==> config.mk <==
export PLATFORM = sky130hd
export DESIGN_NAME = mii_mgmt_reader
export DESIGN_NICKNAME = d
export VERILOG_FILES = /design/src/rtl/mii_rd_pkg.sv /design/src/rtl/mii_mdc_gen.sv /design/src/rtl/mii_rd_engine.sv /design/src/rtl/mii_mgmt_reader.sv
export SDC_FILE = /design/constraint.sdc
export NUM_CORES = 1
export LEC_CHECK = 0
export BUFFER_PORTS_ARGS = -buffer_cell sky130_fd_sc_hd__buf_2
export CORE_AREA = 3 3 87 89
export DETAILED_ROUTE_END_ITERATION = 12
export DIE_AREA = 0 0 90 92
export GPL_ROUTABILITY_DRIVEN = 0
export PLACE_DENSITY = 0.77
export SLEW_MARGIN = 25
export SYNTH_ARGS = -nofsm -noshare
export SYNTH_HDL_FRONTEND = slang
export SYNTH_SLANG_ARGS = --single-unit
==> constraint.sdc <==
create_clock -name clk -period 2.6 [get_ports clk]
set_input_delay 0.52 -clock clk [delete_from_list [all_inputs] [get_ports clk]]
set_output_delay 0.52 -clock clk [all_outputs]
set_load 0.1 [all_outputs]
==> src/rtl/mii_rd_pkg.sv <==
package mii_rd_pkg;

    localparam int unsigned BYTE_W     = 8;
    localparam int unsigned BANK_W     = 2;
    localparam int unsigned OFF_W      = 5;
    localparam int unsigned ADDR_W     = 5;
    localparam int unsigned PRE_BITS   = 32;
    localparam int unsigned TA_BITS    = 2;
    localparam int unsigned DATA_BITS  = 16;
    localparam int unsigned HDR_BITS   = PRE_BITS + 4 + 2 * ADDR_W;
    localparam int unsigned FRAME_BITS = HDR_BITS + TA_BITS + DATA_BITS;

    localparam logic [1:0] START_CODE = 2'b01;
    localparam logic [1:0] OP_READ    = 2'b10;

    localparam logic [BANK_W-1:0] BANK_MII  = 2'd2;
    localparam logic [BANK_W-1:0] BANK_STAT = 2'd3;
    localparam logic [OFF_W-1:0]  OFF_CMD   = 5'h12;
    localparam logic [OFF_W-1:0]  OFF_ADDR  = 5'h14;
    localparam logic [OFF_W-1:0]  OFF_RD_LO = 5'h18;
    localparam logic [OFF_W-1:0]  OFF_RD_HI = 5'h19;
    localparam logic [OFF_W-1:0]  OFF_STAT  = 5'h0A;

    function automatic logic [HDR_BITS-1:0] mk_header(input logic [ADDR_W-1:0] phy,
                                                      input logic [ADDR_W-1:0] ra);
        return {{PRE_BITS{1'b1}}, START_CODE, OP_READ, phy, ra};
    endfunction

endpackage

==> src/rtl/mii_mdc_gen.sv <==
module mii_mdc_gen #(
    parameter int unsigned HALF = 4
) (
    input  logic clk,
    input  logic rst_n,
    input  logic run,
    output logic mdc,
    output logic rise,
    output logic fall
);
    localparam int unsigned CW = (HALF > 1) ? $clog2(HALF) : 1;
    localparam logic [CW-1:0] TOP = CW'(HALF - 1);

    typedef struct packed {
        logic [CW-1:0] cnt;
        logic          mdc;
    } div_t;

    div_t div_d, div_q;
    logic edge_now;

    always_comb begin
        div_d    = div_q;
        edge_now = run && (div_q.cnt == TOP);
        if (!run) begin
            div_d.cnt = '0;
            div_d.mdc = 1'b0;
        end else if (edge_now) begin
            div_d.cnt = '0;
            div_d.mdc = ~div_q.mdc;
        end else begin
            div_d.cnt = div_q.cnt + 1'b1;
        end
    end

    always_ff @(posedge clk or negedge rst_n) begin
        if (!rst_n) div_q <= '0;
        else        div_q <= div_d;
    end

    assign mdc  = div_q.mdc;
    assign rise = edge_now && !div_q.mdc;
    assign fall = edge_now &&  div_q.mdc;
endmodule

==> src/rtl/mii_rd_engine.sv <==
module mii_rd_engine
    import mii_rd_pkg::*;
#(
    parameter logic [ADDR_W-1:0] PHY_ADDR = '0
) (
    input  logic                 clk,
    input  logic                 rst_n,
    input  logic                 start,
    input  logic [ADDR_W-1:0]    reg_addr,
    input  logic                 rise,
    input  logic                 fall,
    input  logic                 mdio_i,
    output logic                 busy,
    output logic                 mdio_o,
    output logic                 mdio_oe,
    output logic [DATA_BITS-1:0] result
);
    localparam int unsigned BW = $clog2(FRAME_BITS);
    localparam logic [BW-1:0] LAST_BIT   = BW'(FRAME_BITS - 1);
    localparam logic [BW-1:0] DATA_FIRST = BW'(HDR_BITS + TA_BITS);
    localparam logic [BW-1:0] HDR_END    = BW'(HDR_BITS);

    typedef struct packed {
        logic                 busy;
        logic [BW-1:0]        bitn;
        logic [HDR_BITS-1:0]  hdr;
        logic [DATA_BITS-1:0] shift;
        logic [DATA_BITS-1:0] result;
    } eng_t;

    eng_t eng_d, eng_q;

    always_comb begin
        eng_d = eng_q;
        if (!eng_q.busy) begin
            if (start) begin
                eng_d.busy = 1'b1;
                eng_d.bitn = '0;
                eng_d.hdr  = mk_header(PHY_ADDR, reg_addr);
            end
        end else begin
            if (rise && (eng_q.bitn >= DATA_FIRST)) begin
                eng_d.shift = {eng_q.shift[DATA_BITS-2:0], mdio_i};
            end
            if (fall) begin
                if (eng_q.bitn == LAST_BIT) begin
                    eng_d.busy   = 1'b0;
                    eng_d.bitn   = '0;
                    eng_d.result = eng_q.shift;
                end else begin
                    eng_d.bitn = eng_q.bitn + 1'b1;
                    eng_d.hdr  = {eng_q.hdr[HDR_BITS-2:0], 1'b0};
                end
            end
        end
    end

    always_ff @(posedge clk or negedge rst_n) begin
        if (!rst_n) eng_q <= '0;
        else        eng_q <= eng_d;
    end

    assign busy    = eng_q.busy;
    assign mdio_oe = eng_q.busy && (eng_q.bitn < HDR_END);
    assign mdio_o  = mdio_oe && eng_q.hdr[HDR_BITS-1];
    assign result  = eng_q.result;
endmodule

==> src/rtl/mii_mgmt_reader.sv <==
module mii_mgmt_reader
    import mii_rd_pkg::*;
#(
    parameter int unsigned       CLK_DIV  = 8,
    parameter logic [ADDR_W-1:0] PHY_ADDR = 5'd0
) (
    input  logic              clk,
    input  logic              rst_n,
    input  logic              reg_we,
    input  logic [BANK_W-1:0] reg_bank,
    input  logic [OFF_W-1:0]  reg_off,
    input  logic [BYTE_W-1:0] reg_wdata,
    output logic [BYTE_W-1:0] reg_rdata,
    output logic              mdc,
    input  logic              mdio_i,
    output logic              mdio_o,
    output logic              mdio_oe
);
    localparam int unsigned HALF = (CLK_DIV < 2) ? 1 : CLK_DIV / 2;

    typedef struct packed {
        logic [ADDR_W-1:0] addr;
        logic              cmd;
    } host_t;

    host_t host_d, host_q;
    logic  busy, rise, fall, start, cmd_bit;
    logic  wr_cmd, wr_addr;
    logic [DATA_BITS-1:0] result;
    logic [BYTE_W-ADDR_W-1:0] unused_wdata_hi;

    assign unused_wdata_hi = reg_wdata[BYTE_W-1:ADDR_W];

    always_comb begin
        host_d  = host_q;
        wr_cmd  = reg_we && (reg_bank == BANK_MII) && (reg_off == OFF_CMD);
        wr_addr = reg_we && (reg_bank == BANK_MII) && (reg_off == OFF_ADDR);
        start   = wr_cmd && reg_wdata[0] && !busy;
        if (wr_cmd && !busy) host_d.cmd  = reg_wdata[0];
        if (wr_addr)         host_d.addr = reg_wdata[ADDR_W-1:0];
    end

    always_ff @(posedge clk or negedge rst_n) begin
        if (!rst_n) host_q <= '0;
        else        host_q <= host_d;
    end

    assign cmd_bit = host_q.cmd;

    always_comb begin
        reg_rdata = '0;
        if (reg_bank == BANK_MII) begin
            case (reg_off)
                OFF_ADDR:  reg_rdata = BYTE_W'(host_q.addr);
                OFF_CMD:   reg_rdata = BYTE_W'(host_q.cmd);
                OFF_RD_LO: reg_rdata = result[BYTE_W-1:0];
                OFF_RD_HI: reg_rdata = result[DATA_BITS-1:BYTE_W];
                default:   reg_rdata = '0;
            endcase
        end else if ((reg_bank == BANK_STAT) && (reg_off == OFF_STAT)) begin
            reg_rdata = BYTE_W'(busy);
        end
    end

    mii_mdc_gen #(.HALF(HALF)) u_div (
        .clk  (clk),
        .rst_n(rst_n),
        .run  (busy),
        .mdc  (mdc),
        .rise (rise),
        .fall (fall)
    );

    mii_rd_engine #(.PHY_ADDR(PHY_ADDR)) u_eng (
        .clk     (clk),
        .rst_n   (rst_n),
        .start   (start),
        .reg_addr(host_q.addr),
        .rise    (rise),
        .fall    (fall),
        .mdio_i  (mdio_i),
        .busy    (busy),
        .mdio_o  (mdio_o),
        .mdio_oe (mdio_oe),
        .result  (result)
    );
endmodule

After elaboration in Yosys (flattened, before gate mapping)

Cells that the tools add are included.

$add $sub $neg: 2
Multipliers: 0
Divide/modulo/power cells: 0
Order comparisons: 2
Equal/unequal tests: 12
Shifts and indexed selects: 0
Multiplexer cells: 12
Bitwise gates (word level): 1
Reductions and logical operators: 20

Operators with widths:

| kind                                                     | count |
|---|---|
| 2-to-1 mux 53 bit                                        | 3 |
| 2-to-1 mux 46 bit                                        | 1 |
| case mux 8 bit (4 select lines)                          | 1 |
| == test 5 bit, second input constant                     | 4 |
| logical AND 1 bit                                        | 13 |
| 2-to-1 mux 8 bit                                         | 1 |
| adder 6 x 1 -> 6 bit, second input constant              | 1 |
| == test 2 bit, second input constant                     | 3 |
| == test 6 bit, second input constant                     | 1 |
| greater-or-equal comparator 6 bit, second input constant | 1 |
| < comparator 6 bit, second input constant                | 1 |
| 2-to-1 mux 6 bit                                         | 1 |
| != test 2 bit, second input constant                     | 3 |
| AND reduction 3 bit                                      | 2 |
| == test 5 x 4 -> 1 bit, second input constant            | 1 |
| AND reduction 2 bit                                      | 2 |
| 2-to-1 mux 1 bit                                         | 3 |
| 2-to-1 mux 3 bit                                         | 1 |
| adder 2 x 1 -> 2 bit, second input constant              | 1 |
| zero test 1 bit                                          | 2 |
| 2-to-1 mux 2 bit                                         | 1 |
| nonzero test 2 bit                                       | 1 |
| inverter 1 bit                                           | 1 |

Bits in registers: 94
Bits in latches: 0
Bits in writable memories: 0
Memory bits (read-only): 0
Input port bits: 19
Output and inout port bits: 11
Word-level logic and storage cells: 58
Memories kept: 0

Logic depth before layout (Yosys ltp)

Gate-level depths: netlist (run 1).

Word-level depth: 7
Depth in mapped cells: 7
Gate-level depth less buffers: 5

Hierarchy

A second synthesis (run 1) with hierarchy kept.

Cell total of the unflattened synthesis: 355
Area total of the unflattened synthesis: 4380.5 µm²

By module, submodules not included:

| module          | times used | cells an instance | area an instance (µm²) | sequential area each (µm²) |
|---|---|---|---|---|
| mii_rd_engine   | 1          | 294               | 3692.3                 | 2127.0 |
| mii_mgmt_reader | 1          | 50                | 553.0                  | 150.1 |
| mii_mdc_gen     | 1          | 11                | 135.1                  | 75.1 |

Least setup slack after synthesis (run 1)

No wires, ideal clock.

Path type: reg-to-output
Start point: reg u_eng.eng_q[81] (netlist name)
End point: out mdio_o
Arrival time: 4.052 ns
Required time: 2.080 ns
Setup slack: -1.972 ns
Cell stages (with the launch flop): 6
Buffers on the path: 1
Cell sequence: dfrtp_1 > and2_1 > clkbuf_1 > a21o_1 > a21boi_0 > and2_1

Longest elaborated chain between the ends: 3

RTL lines:

| item                   | line                  | RTL |
|---|---|---|
| start, declared        | mii_rd_engine.sv:31   | `eng_t eng_d, eng_q;` |
| start signal, assigned | mii_rd_engine.sv:60   | `else eng_q <= eng_d;` |
| < comparator 6 bit     | mii_rd_engine.sv:64   | `assign mdio_oe = eng_q.busy && (eng_q.bitn < HDR_END);` |
| logical AND 1 bit      | mii_rd_engine.sv:64   |  |
| named net mdio_oe      | mii_mgmt_reader.sv:17 | `output logic mdio_oe` |
| logical AND 1 bit      | mii_rd_engine.sv:65   | `assign mdio_o = mdio_oe && eng_q.hdr[HDR_BITS-1];` |
| end, declared          | mii_mgmt_reader.sv:16 | `output logic mdio_o,` |

The timed path passes the listed nets, and every way through them passes these cells.

Worst setup path after layout (run 1)

Start point: reg u_eng.eng_q[81] (netlist name)
End point: out mdio_o

Longest elaborated chain between the ends: 3

RTL lines:

| item               | line |
|---|---|
| < comparator 6 bit | mii_rd_engine.sv:64 |
| logical AND 1 bit  | mii_rd_engine.sv:64 |
| logical AND 1 bit  | mii_rd_engine.sv:65 |

Every way passes these cells.

==> impl_metrics.yaml, run 1 <==
global_route:
  globalRouteMet3Util: 0.0533
  grt_max_degree: 53
  grtUsageTotal: 0.204
  antenna_found_initial: 0
  gr-total-overflow: 0
  grt_pass1_vias: 2854
  grt_pass1_wl_um: 13500
  met2_usage: 0.327
  met1_usage: 0.270
  busiest_layer: "met2"
floorplan:
  rows: 30
  start_util: 0.587
  ios: 30
  die_w_um: 90
  dieArea_um2: 8280
  core-area_um2: 6830
  chipHeight_um: 92
clocking:
  cts.clk_slew.worst_paths_ns: 0.10
  clk_latency_ns: 0.37
  cts_htree_levels: 3
  cts_max_path_buffers: 2
  cts_setup_buffers: 0
  cts.sinks: 94
  cts_tree: "built"
  ctsRootBufferMaster: "clkbuf_8"
  cts_buffers: 9
  hold_buffers: 0
setup_path:
  worstSetupStartpointType: "register"
  critPathMaxFanout: 6
  timing.rr.end: "u_eng.eng_q[36]"
  regToRegSetupSlack_ns: 0.49
  rr_startpoint: "u_div.div_q[1]"
  crit_arrival_ns: 1.97
  critPathRequiredTime_ns: 2.08
  crit_path_end: "mdio_o"
  end_kind: "output port"
  critPathKind: "register to output port"
  reg2reg_depth: 6
  crit_start: "u_eng.eng_q[81]"
yosys:
  synth-simple-area-share: 0.153
  synth-seq-area-share: 0.587
  yosysUniqueCellTypes: 43
  ys.flop_type: "dfrtp_1"
  synth_seq_cells: 94
  synth_top_family_by_area: "simple AND/OR/NAND/NOR gates"
  syn-cell-area_um2: 4010
  postSynthCellCount: 365
  synthXorXnorAreaFrac: 0.00437
  muxShareOfSynthArea: 0.104
  ys.warnings.count: 0
  synth_nets: 386
  synth_fa_ha_area_frac: 0.00624
  synthArstFlopShare: 1.00
  synth_edf_count: 0
  synth_compound_area_frac: 0.114
  synth.avg_cell_area_um2: 11.0
drt:
  vias_per_cell: 5.66
  routedWlPerCell_um: 15.7
  drc_errors: 0
  drt_iter0_drc: 206
  routed_wl_um: 7730
  first_pass_iters: 4
  vias: 2798
  ant_nets: 0
layout:
  nets: 414
  area_growth_pct: 17.1
  drive_gt1_frac: 0.274
  diodes: 0
  nFillCells: 528
sta:
  finalClockSkew_ns: 0.0126
  slew_viol_final: 0
  max_freq_ghz: 0.402
  grt_setup_unrepaired: "false"
  fin_tns_setup_ns: 0
  period_needed_ns: 2.49
  finalCritPeriodShare: 0.957
  setup_slack_ns: 0.112
  tightest_slew_ns: 0.553
  hold_viol: 0
  setup_violations: 0
  slew_headroom: 0.632
status:
  outcome: "complete, no violations"
place:
  place_ws_ns: 0.0903
  dpl.hpwl_um: 5210
  io_buffer_count: 26
pwr:
  p_total_uw: 2540
  peakVddDrop_mv: 0.415
  power_density_nw_per_um2: 541
  leakage_uw: 0.00200
run:
  drv_cap: 0
min_path:
  min_path_type: "primary input to asynchronous set/reset pin"
area by class of cell:
| class | count | area, um2 | share of cell area |
|---|---|---|---|
| Clock buffer | 11 | 141 | 0.0301 |
| Clock inverter | 5 | 42.5 | 0.00906 |
| Inverter | 5 | 18.8 | 0.00400 |
| Multi-Input combinational cell | 244 | 1640 | 0.350 |
| Sequential cell | 94 | 2350 | 0.501 |
| Tap cell | 96 | 120 | 0.0256 |
| Timing Repair Buffer | 39 | 375 | 0.0800 |
where the power goes:
group / leakage, uW / total (uW) / switching (uW) / internal [uW]
Sequential: 0.00110 / 1510 / 25.0 / 1490
Combinational: 0.000817 / 129 / 83.1 / 46.0
Clock: 0.0000837 / 901 / 519 / 382
sequential cells by signal, indices dropped and copies added, names as in the netlist:
signal,flops
cmd_bit,1
host_q,5
u_div.div_q,2
u_div.mdc,1
u_eng.busy,1
u_eng.eng_q,68
u_eng.result,16
critical path, cell delays in order (launching register included):
cell and delay (ns):
dfrtp_1 0.41, and2_1 0.25, a21o_1 0.24, a21boi_4 0.16, and2_2 0.14, buf_2 0.41
metal layers:
metal | up-vias | share of wire
li1 | 1332 | -
met1 | 1408 | 0.45
met2 | 45 | 0.50
met3 | 13 | 0.031
met4 | 0 | 0.019
met5 | - | 0
synthesized netlist by cell type, types with 4 or more instances:
cell type,n,area share
a211oi_1,4,0.0075
a21oi_1,4,0.0050
a222oi_1,4,0.010
a22o_1,8,0.017
clkbuf_1,17,0.016
dfrtp_1,94,0.59
inv_1,5,0.0047
mux2_2,37,0.10
nand3_1,12,0.015
nor2_1,84,0.079
nor3_1,8,0.010
o21ai_0,38,0.047
repair_timing:
action | 4_1_cts | 5_1_grt
endpoints found under the hold margin | 0 | 0
setup endpoints to repair | 0 | 1
resized for setup | 0 | 1
worst min-delay path by stage:
| stage | slack, ns | depth (start not counted) | end |
|---|---|---|---|
| global route | 0.15 | 1 | u_eng.busy |
| floorplan | 0.22 | 0 | cmd_bit |
| finish | 0.13 | 1 | u_eng.busy |
| detailed placement | 0.44 | 1 | u_div.div_q[1] |
| CTS | 0.14 | 1 | u_div.mdc |
| global placement | 0.42 | 1 | u_div.div_q[1] |
cell usage in the layout (no fill, tap or decap), types with 2 or more instances in the layout:
| master | synthesis | final |
|---|---|---|
| a211oi_1 | 4 | 3 |
| a21o_1 | 2 | 2 |
| a21oi_1 | 4 | 4 |
| a222oi_1 | 4 | 4 |
| a22o_1 | 8 | 8 |
| a22oi_1 | 3 | 3 |
| and2_1 | 3 | 2 |
| and3_1 | 3 | 3 |
| buf_12 | 0 | 10 |
| buf_2 | 2 | 17 |
| buf_4 | 0 | 12 |
| clkbuf_8 | 0 | 10 |
| clkinvlp_4 | 0 | 3 |
| dfrtp_1 | 94 | 94 |
| ha_1 | 2 | 2 |
| inv_1 | 5 | 5 |
| mux2_2 | 37 | 37 |
| nand2_1 | 3 | 3 |
| nand2b_1 | 3 | 3 |
| nand3_1 | 12 | 12 |
| nor2_1 | 84 | 77 |
| nor2_4 | 0 | 7 |
| nor3_1 | 8 | 8 |
| nor3b_1 | 3 | 3 |
| o21ai_0 | 38 | 38 |
| xor2_1 | 2 | 2 |
logic make-up (layout without fill, tap and decap cells):
logic type,Yosys count,in the layout
adders and majority gates,2,2
muxes,37,37
buffers and inverters,27,60
and+or+nand+nor,131,131
AOI/OAI and AO/OA,72,72
DFF,94,94
xor gates and xnor gates,2,2
per-stage QoR:
step | cell area [um2] | instances | hold slack [ns] | utilization
after floorplan | 4110 | 365 | 0.224 | -
final | 4690 | 494 | 0.127 | 0.687
after CTS | 4690 | 494 | 0.139 | 0.687
after global routing | 4690 | 494 | 0.154 | 0.687
after global placement | 4510 | 478 | 0.424 | 0.660
after detailed placement | 4510 | 478 | 0.436 | 0.660
(Power assumes the default switching activity.)
==> run 2: changes to the inputs <==
Settings changed: PLACE_DENSITY 0.77 to 0.76.
==> impl_metrics.yaml, run 2 (synthesis gave the netlist of run 1 again) <==
clocking:
  cts_htree_levels: 3
  cts_tree: "built"
  cts.sinks: 94
  cts_setup_buffers: 0
  cts.clk_slew.worst_paths_ns: 0.10
  clk_latency_ns: 0.36
  cts_buffers: 9
  cts_max_path_buffers: 2
  ctsRootBufferMaster: "clkbuf_8"
  cts_resized: 0
  hold_buffers: 0
pwr:
  peakVddDrop_mv: 0.273
  p_sw_uw: 648
  leakage_uw: 0.00199
  swShare: 0.255
  power_density_nw_per_um2: 543
  clockPowerShare: 0.355
  seq_power_share: 0.595
  p_int_uw: 1890
  pwr-share-comb: 0.051
layout:
  layout_common_cells: "dfrtp_1 (94), nor2_1 (77), o21ai_0 (38)"
  drive_gt1_frac: 0.274
  area_growth_pct: 16.7
  nets: 414
  finalNonFillerCells: 494
  final_common_cell: "dfrtp_1"
  finish.utilization: 0.685
  largest_reg_flops: 68
  nFillCells: 518
  diodes: 0
  regMostFlops: "u_eng.eng_q"
setup_path:
  worstSetupStartpointType: "primary input"
  end_kind: "output port"
  reg2reg_depth: 6
  critPathKind: "primary input to output port"
  crit_arrival_ns: 1.99
  critPathRequiredTime_ns: 2.08
  critPathMaxFanout: 7
global_route:
  gr-total-overflow: 0
  grt_max_degree: 63
  grt_pass1_vias: 2762
  grt_pass1_wl_um: 13400
  antenna_found_initial: 0
  grtUsageTotal: 0.201
floorplan:
  die_w_um: 90
  core-area_um2: 6830
  ios: 30
  dieArea_um2: 8280
  rows: 30
  start_util: 0.587
  chipHeight_um: 92
drt:
  drt_iter0_drc: 221
  vias: 2800
  routedWlPerCell_um: 15.5
  drc_errors: 0
  vias_per_cell: 5.67
  first_pass_iters: 4
  ant_nets: 0
  routed_wl_um: 7670
sta:
  hold_viol: 0
  finalClockSkew_ns: 0.0131
  finalCritPeriodShare: 0.966
  tightest_slew_ns: 0.576
  setup_violations: 0
  grt_setup_unrepaired: "false"
  period_needed_ns: 2.51
  fin_tns_setup_ns: 0
  hold-worst-slack_ns: 0.0901
  slew_viol_final: 0
  max_freq_ghz: 0.398
  slew_headroom: 0.616
place:
  place_inst: 478
  io_buffer_count: 26
  dpl.hpwl_um: 5040
run:
  drv_cap: 0
status:
  outcome: "complete, no violations"
min_path:
  min_path_type: "primary input to asynchronous set/reset pin"
## run 2: final timing paths
path / startpoint / to / slack, ns
max in group asynchronous: rst_n / u_eng.result[14] / 1.85
hold reg to reg: u_div.div_q[1] / u_div.div_q[1] / 0.44
setup reg to reg: u_div.div_q[1] / u_eng.eng_q[71] / 0.61
setup / recovery: reg_off[3] / reg_rdata[4] / 0.09
min in group clk: mdio_i / u_eng.eng_q[16] / 0.40
hold / removal: rst_n / u_eng.eng_q[77] / 0.09
## run 2: power groups by stage
| stage | clock network, uW | logic, uW | registers, uW |
|---|---|---|---|
| 6_report | 901 | 129 | 1510 |
| 5_1_grt | 970 | 146 | 1510 |
| 4_1_cts | 918 | 132 | 1510 |
| 3_5_place_dp | 0 | 130 | 1540 |
| 3_3_place_gp | 0 | 126 | 1540 |
| 2_1_floorplan | 0 | 70.8 | 1530 |
## run 2: critical path, cell delays in order
cell and delay [ns]:
buf_2 0.13, nor3b_1 0.14, buf_4 0.15, and3b_2 0.26, a222oi_1 0.53, nor2_4 0.07
buf_12 0.19
## run 2: through the flow
| stage | total power (uW) | area [um2] | worst slack [ns] |
|---|---|---|---|
| final | 2540 | 4680 | 0.0896 |
| after global routing | 2630 | 4680 | 0.0312 |
| after CTS | 2560 | 4670 | 0.0283 |
| after detailed placement | 1670 | 4490 | 0.0879 |
| after global placement | 1660 | 4490 | 0.152 |
| after floorplan | 1600 | 4110 | 0.00757 |
## run 2: layer usage
metal,vias up,global-route usage,wire [um]
li1,1333,-,-
met1,1411,0.285,3560
met2,47,0.307,3750
met3,9,0.0345,270
met4,0,0.0880,87
met5,-,0,0
## run 2: layout make-up
class                   instances  area [um2]  share of cell area
repair buffers                 39         365              0.0781
clock inverters                 6        51.3              0.0110
flip-flops and latches         94        2350               0.503
well taps                      96         120              0.0257
clock buffers                  10         128              0.0273
inverters                       5        18.8             0.00401
multi-input cells             244        1640               0.351
